`src/rtl/f2u_pkg.sv`:
```
package f2u_pkg;
  localparam int FW    = 3;
  localparam int FL_NX = 0;
  localparam int FL_NV = 1;
  localparam int FL_FZ = 2;

  typedef enum logic [2:0] {C_ZERO, C_SUB, C_NORM, C_INF, C_NAN} cls_e;
  typedef enum logic [1:0] {RM_NE = 2'b00, RM_TZ = 2'b01, RM_UP = 2'b10, RM_DN = 2'b11} rmode_e;

  function automatic cls_e classify(input logic [7:0] e, input logic [22:0] f);
    if (e == 8'd0)        return (f == '0) ? C_ZERO : C_SUB;
    else if (e == 8'hFF)  return (f == '0) ? C_INF : C_NAN;
    else                  return C_NORM;
  endfunction

  // Returns {integer part, round bit, sticky bit} for a normal operand
  // whose biased exponent is at most 158.
  function automatic logic [33:0] align_mag(input logic [7:0] e, input logic [23:0] m);
    logic [87:0] w;
    if (e > 8'd158) return '0;
    if (e < 8'd126) return {32'd0, 1'b0, 1'b1};
    w = {m, 64'd0} >> (8'd182 - e);
    return {w[63:32], w[31], |w[30:0]};
  endfunction

  function automatic logic round_inc(input rmode_e rm, input logic neg,
                                     input logic lsb, input logic r, input logic s);
    case (rm)
      RM_NE:   return r & (s | lsb);
      RM_TZ:   return 1'b0;
      RM_UP:   return (r | s) & ~neg;
      default: return (r | s) & neg;
    endcase
  endfunction
endpackage

```
`src/rtl/f2u_unpack.sv`:
```
module f2u_unpack
  import f2u_pkg::*;
(
  input  logic [31:0] op,
  output cls_e        cls,
  output logic [23:0] mant
);
  always_comb begin
    cls  = classify(op[30:23], op[22:0]);
    mant = {(cls == C_NORM), op[22:0]};
  end
endmodule

```
`src/rtl/f2u_align.sv`:
```
module f2u_align
  import f2u_pkg::*;
(
  input  logic [7:0]  exp_b,
  input  logic [23:0] mant,
  output logic [31:0] mag,
  output logic        rnd,
  output logic        stk,
  output logic        big
);
  always_comb begin
    {mag, rnd, stk} = align_mag(exp_b, mant);
    big             = (exp_b > 8'd158);
  end
endmodule

```
`src/rtl/f2u_finish.sv`:
```
module f2u_finish
  import f2u_pkg::*;
(
  input  cls_e           cls,
  input  logic           sign,
  input  logic           big,
  input  logic [31:0]    mag,
  input  logic           rnd,
  input  logic           stk,
  input  rmode_e         rm,
  output logic [31:0]    res,
  output logic [FW-1:0]  flags
);
  logic [32:0] sum;

  always_comb begin
    sum   = {1'b0, mag} + {32'd0, round_inc(rm, sign, mag[0], rnd, stk)};
    res   = '0;
    flags = '0;
    case (cls)
      C_ZERO: ;
      C_SUB:  flags[FL_FZ] = 1'b1;
      C_NAN:  flags[FL_NV] = 1'b1;
      C_INF: begin
        flags[FL_NV] = 1'b1;
        res          = sign ? 32'd0 : 32'hFFFF_FFFF;
      end
      default: begin
        if (big) begin
          flags[FL_NV] = 1'b1;
          res          = sign ? 32'd0 : 32'hFFFF_FFFF;
        end else if (sign) begin
          if (sum != '0) flags[FL_NV] = 1'b1;
          else           flags[FL_NX] = rnd | stk;
        end else if (sum[32]) begin
          flags[FL_NV] = 1'b1;
          res          = 32'hFFFF_FFFF;
        end else begin
          res          = sum[31:0];
          flags[FL_NX] = rnd | stk;
        end
      end
    endcase
  end
endmodule

```
`src/rtl/f2u_status.sv`:
```
module f2u_status
  import f2u_pkg::*;
#(
  parameter int N_EXT = 3
) (
  input  logic                clk,
  input  logic                rst_n,
  input  logic [FW-1:0]       loc_upd,
  input  logic [N_EXT*FW-1:0] ext_upd,
  input  logic                sw_wr,
  input  logic [FW-1:0]       sw_flags,
  output logic [FW-1:0]       flags
);
  logic [FW-1:0] chain [N_EXT+1];

  assign chain[0] = loc_upd;
  for (genvar i = 0; i < N_EXT; i++) begin : g_lane
    assign chain[i+1] = chain[i] | ext_upd[i*FW +: FW];
  end

  always_ff @(posedge clk) begin
    if (!rst_n)     flags <= '0;
    else if (sw_wr) flags <= sw_flags;
    else            flags <= flags | chain[N_EXT];
  end
endmodule

```
`src/rtl/f2u_conv.sv`:
```
module f2u_conv
  import f2u_pkg::*;
#(
  parameter int TAG_W = 5,
  parameter int N_EXT = 3
) (
  input  logic                clk,
  input  logic                rst_n,
  input  logic                in_valid,
  input  logic                in_guard,
  input  logic [TAG_W-1:0]    in_tag,
  input  logic [1:0]          in_rm,
  input  logic [31:0]         in_op,
  input  logic [N_EXT*FW-1:0] ext_upd,
  input  logic                sw_wr,
  input  logic [FW-1:0]       sw_flags,
  output logic                out_valid,
  output logic                out_we,
  output logic [TAG_W-1:0]    out_tag,
  output logic [31:0]         out_result,
  output logic [FW-1:0]       stat_flags
);
  // stage 0 -> 1: classify
  cls_e        u_cls;
  logic [23:0] u_mant;
  f2u_unpack u_unpack (.op(in_op), .cls(u_cls), .mant(u_mant));

  logic             s1_v, s1_g, s1_sign;
  logic [TAG_W-1:0] s1_tag;
  rmode_e           s1_rm;
  logic [7:0]       s1_exp;
  logic [23:0]      s1_mant;
  cls_e             s1_cls;

  always_ff @(posedge clk) begin
    if (!rst_n) begin
      s1_v <= 1'b0; s1_g <= 1'b0; s1_sign <= 1'b0; s1_tag <= '0;
      s1_rm <= RM_NE; s1_exp <= '0; s1_mant <= '0; s1_cls <= C_ZERO;
    end else begin
      s1_v    <= in_valid;
      s1_g    <= in_guard;
      s1_sign <= in_op[31];
      s1_tag  <= in_tag;
      s1_rm   <= rmode_e'(in_rm);
      s1_exp  <= in_op[30:23];
      s1_mant <= u_mant;
      s1_cls  <= u_cls;
    end
  end

  // stage 1 -> 2: align to fixed point
  logic [31:0] a_mag;
  logic        a_rnd, a_stk, a_big;
  f2u_align u_align (.exp_b(s1_exp), .mant(s1_mant), .mag(a_mag),
                     .rnd(a_rnd), .stk(a_stk), .big(a_big));

  logic             s2_v, s2_g, s2_sign, s2_rnd, s2_stk, s2_big;
  logic [TAG_W-1:0] s2_tag;
  rmode_e           s2_rm;
  logic [31:0]      s2_mag;
  cls_e             s2_cls;

  always_ff @(posedge clk) begin
    if (!rst_n) begin
      s2_v <= 1'b0; s2_g <= 1'b0; s2_sign <= 1'b0; s2_rnd <= 1'b0;
      s2_stk <= 1'b0; s2_big <= 1'b0; s2_tag <= '0; s2_rm <= RM_NE;
      s2_mag <= '0; s2_cls <= C_ZERO;
    end else begin
      s2_v    <= s1_v;
      s2_g    <= s1_g;
      s2_sign <= s1_sign;
      s2_rnd  <= a_rnd;
      s2_stk  <= a_stk;
      s2_big  <= a_big;
      s2_tag  <= s1_tag;
      s2_rm   <= s1_rm;
      s2_mag  <= a_mag;
      s2_cls  <= s1_cls;
    end
  end

  // stage 2 -> 3: round, saturate, commit
  logic [31:0]   evt_res;
  logic [FW-1:0] evt_flags;
  logic          evt_we;
  logic [FW-1:0] loc_upd;

  f2u_finish u_finish (.cls(s2_cls), .sign(s2_sign), .big(s2_big), .mag(s2_mag),
                       .rnd(s2_rnd), .stk(s2_stk), .rm(s2_rm),
                       .res(evt_res), .flags(evt_flags));

  assign evt_we  = s2_v & s2_g;
  assign loc_upd = evt_we ? evt_flags : '0;

  always_ff @(posedge clk) begin
    if (!rst_n) begin
      out_valid <= 1'b0; out_we <= 1'b0; out_tag <= '0; out_result <= '0;
    end else begin
      out_valid <= s2_v;
      out_we    <= evt_we;
      out_tag   <= s2_tag;
      if (evt_we) out_result <= evt_res;
    end
  end

  f2u_status #(.N_EXT(N_EXT)) u_status (
    .clk(clk), .rst_n(rst_n), .loc_upd(loc_upd), .ext_upd(ext_upd),
    .sw_wr(sw_wr), .sw_flags(sw_flags), .flags(stat_flags));
endmodule

```
`config.mk`:
```
export PLATFORM = sky130hd
export DESIGN_NAME = f2u_conv
export DESIGN_NICKNAME = d
export VERILOG_FILES = /design/src/rtl/f2u_pkg.sv /design/src/rtl/f2u_unpack.sv /design/src/rtl/f2u_align.sv /design/src/rtl/f2u_finish.sv /design/src/rtl/f2u_status.sv /design/src/rtl/f2u_conv.sv
export SDC_FILE = /design/constraint.sdc
export NUM_CORES = 1
export LEC_CHECK = 0
export BUFFER_PORTS_ARGS = -buffer_cell sky130_fd_sc_hd__buf_2
export CAP_MARGIN = 20
export CORE_MARGIN = 5
export CORE_UTILIZATION = 35
export DETAILED_ROUTE_END_ITERATION = 16
export PLACE_DENSITY = 0.51
export SYNTH_ARGS = -nofsm -noshare
export SYNTH_HDL_FRONTEND = slang
export SYNTH_SLANG_ARGS = --single-unit
```
`constraint.sdc`:
```
create_clock -name clk -period 8.5 [get_ports clk]
set_input_delay 0.85 -clock clk [delete_from_list [all_inputs] [get_ports clk]]
set_output_delay 0.85 -clock clk [all_outputs]
set_load 0.02 [all_outputs]
```
==> metrics.md <==
| Metric | Value |
|---|---|
| Status | finished, final reports clean |
| # fillers | between 2000 and 2500 |
| Longest Clk Path Bufs | 2 |
| Post-synth EDFFs | 0 |
| Met3 usage | 4.895% |
| Clock network fraction of total power | 44.7% |
| Delay-heaviest family, CP | multiplexers |
| Detailed-route via count | about 6800 |
| Largest net degree at the start of global routing | 99 |
| GRT Total Usage | about 18% |
| Fin. Hold Viols | 0 |
| Remaining antenna violation count after routing | 0 |
| Clk root buf | clkbuf_16 |
| Crit share post-route | a little over half |
| First-pass GRT wire length | around 35000 µm |
| GR Overflow Total | 0 |
| Crit path kind | reg2reg |
| Initial antenna violation count | 1 |
| Multi-input gate area | between 4000 and 5000 µm² |
| Post-DP HPWL | approximately 16000 µm |
| Final #Nets | 1016 |
| Peak supply drop | between 100 and 150 µV |
| Internal cell power | roughly 0.0012 W |
| YS warnings | 0 |
| Critical-path maximum fanout | 33 |
| Critical Path Start Type | flip-flop |
| Drt initial violations | 374 |
| Busiest grt layer | met2 |
| Synth unique cells | 68 |
| Ports | slightly below 100 |
| Hold-fix buffers, CTS | 0 |
| Largest area contributor in the netlist | dfxtp_1 |
| Max Cap Viol | 0 |
| DRT Pass-1 Iters | 5 |
| Asr flop ratio synth | 0% |
| Final WL | roughly 22000 µm |
| Sum Neg Setup Slack | 0 ps |
| Seq/Total Area, Yosys | 35.80% |
| Die X | ~160 µm |
| Worst hold path type | reg2reg |
| Setup crit end kind | flip-flop |
| RSZ-0062 raised after global routing | no |
| Tmin final | about 4600 ps |
| CP peak stage delay | 630 ps |
| Worst rel slew slack | approximately 40% |
| Cells along the critical path | buf_4, inv_2, ha_1, buf_4, mux2_2, mux2_2, mux4_2, a2111oi_2, nand4_1, nor4_1, o22ai_1 |
| RD Place Congestion | about 0.87 |
| CTS sink cnt | 135 |
| Layout cells sized above 1 | a little over a fifth |
| Area delta synth->final | 17.38% |
| CP required | 8780 ps |
| Mapped Cells | 887 |
| # port buffers | 97 |
| Sum of buffers and inverters on the critical path | 3 |
| CTS tree | done |
| Cts bufs inserted | 17 |
| Fmax | roughly 220 MHz |
| Final core utilization | between 40% and 50% |
| CTS resizes | 0 |
| Slew @ Worst Pin | ~900 ps |
| Power Density | ~190 nW/µm² |
| Comb pwr share | 15.3% |
| Met2 Usage GRT | a little over a quarter |
| Drt drc | 0 |
| Top FF cell, synth | dfxtp_1 |
| Reg clk slew, reported paths | around 60 ps |
| Clk_skew | a little over 9 ps |
| Syn Std Cell Area | roughly 7500 µm² |
| Max H-tree Level | 4 |
| Die area | roughly 25000 µm² |
| Crit-path slowest cell | ha_1 |
| Seq. cell area | 2703 µm² |
| Grt met1 use | 24.03% |
| Synth Net Count | roughly 950 |
| Crit path DAT | 4860 ps |
| Starting Density | between 30% and 40% |
| Synth area leaders | dfxtp_1 (36%), and2_1 (5.4%), o21ai_0 (4.7%) |
| Finish-stage setup viols | 0 |
| PnR Total Power | 0.001675 W |
| NetSw | roughly 0.00048 W |
| Vias/cell | 5.431 |
| Die height | roughly 160 µm |
| Routed WL per cell | 17.38 µm |
| Synth top area share | between 30 and 40% |
| Ant diodes | 0 |
| Vias in the first global route | 6427 |
| Hold slack | between 400 and 500 ps |
| Syn_area_per_cell | around 8.5 µm² |
| FF+latch count, synth | between 100 and 150 |
| Switching Fraction | roughly 28% |
| Core box area | about 21000 µm² |
| Row cnt | 53 |
| Flop pwr share | 40.0% |
| Final Max Slew Viols | 0 |
| Leak | between 3 and 4 nW |
| Worst skew pair latency | roughly 420 ps |
| Post-CTS setup buffer count | 0 |
worst paths after layout:
| check | startpoint | to | slack [ps] | depth (start not counted) |
|---|---|---|---|---|
| worst min register to register | s1_g$_SDFF_PN0_ | s2_g$_SDFF_PN0_ | 430 | 1 |
| worst min-delay path | s1_g$_SDFF_PN0_ | s2_g$_SDFF_PN0_ | 430 | 1 |
| worst max-delay path | s1_exp[0]$_SDFF_PN0_ | s2_stk$_SDFF_PN0_ | 3920 | 11 |
| worst max register to register | s1_exp[0]$_SDFF_PN0_ | s2_stk$_SDFF_PN0_ | 3920 | 11 |
flip-flops by register name, summed over array words and instances, names as in the netlist, 2 cells and up:
name	flops
out_result	32
out_tag	5
s1_cls	3
s1_exp	8
s1_mant	24
s1_rm	2
s1_tag	5
s2_cls	3
s2_mag	32
s2_rm	2
s2_tag	5
u_status.flags	3
synthesized netlist by cell type (all sizes together) (14+ instances only):
master  count
nand2      53
nor2       79
a21oi      69
nor4       16
nand4      15
nor3       20
mux4       15
clkbuf     46
and2       65
xnor2      23
dfxtp     135
mux2       33
nand3      33
o21ai      72
xor2       19
inv        14
mux2i      30
power by group through the flow:
stage / Sequential, W / Combinational [W] / Clock (W)
2_1_floorplan: 0.000681 / 0.000182 / 0
3_3_place_gp: 0.000684 / 0.000254 / 0
3_5_place_dp: 0.000683 / 0.000253 / 0
4_1_cts: 0.000669 / 0.000255 / 0.000771
5_1_grt: 0.000672 / 0.000280 / 0.000798
6_report: 0.000670 / 0.000257 / 0.000748
worst register-to-register path, delay by kind of cell, from the launching register on:
| kind | cells | cell delay [ps] |
|---|---|---|
| buffers and inverters | 3 | 1100 |
| muxes | 3 | 1280 |
| DFF | 1 | 310 |
| adders and majority gates | 1 | 630 |
| and+or+nand+nor | 2 | 560 |
| AOI/OAI and AO/OA | 2 | 570 |
cell type report:
class                      count  area share (%)
tap                          275           3.883
sequential                   135           30.50
timing repair buffer         109           6.720
clock inverter                15           1.920
clock buffer                  17           4.800
inverter                      14          0.5930
multi-input combinational    679           51.59
layer usage:
metal  vias to the layer above  wire length [µm]
met4                         2               539
met2                       227              9836
met1                      3121              9853
met3                        34              1386
li1                       3372                 -
met5                         -                 7
per-stage QoR:
step,instance area (µm²),setup WS (ps),instances
after detailed placement,8239,3995,1211
after floorplan,7550,4817,887
after global routing,8862,3635,1244
after CTS,8835,3908,1243
final,8862,3923,1244
after global placement,8232,4068,1210
logic make-up (layout without fill, tap and decap cells):
family | Yosys count | in the layout | synth area share [%]
AOI/OAI and AO/OA | 225 | 225 | 18.25
and+or+nand+nor | 330 | 330 | 22.77
adders and majority gates | 4 | 4 | 0.6629
xor gates and xnor gates | 42 | 42 | 4.872
muxes | 78 | 78 | 13.52
DFF | 135 | 135 | 35.80
buffers and inverters | 73 | 155 | 4.126
layout by cell type (no fill, tap or decap), drive strengths merged, types with 8 or more instances in the layout:
cell type  count
or3            8
buf          109
dfxtp        135
and3           9
nand3         33
clkbuf        17
nand2         53
nor4          16
nand2b         9
a31oi         11
nor2          79
mux2          33
xor2          19
mux4          15
nand4         15
o22ai         13
and2          65
a21oi         69
xnor2         23
nor3          20
o21ai         72
inv           20
mux2i         30
No activity file was read; power rests on OpenSTA's default activity.
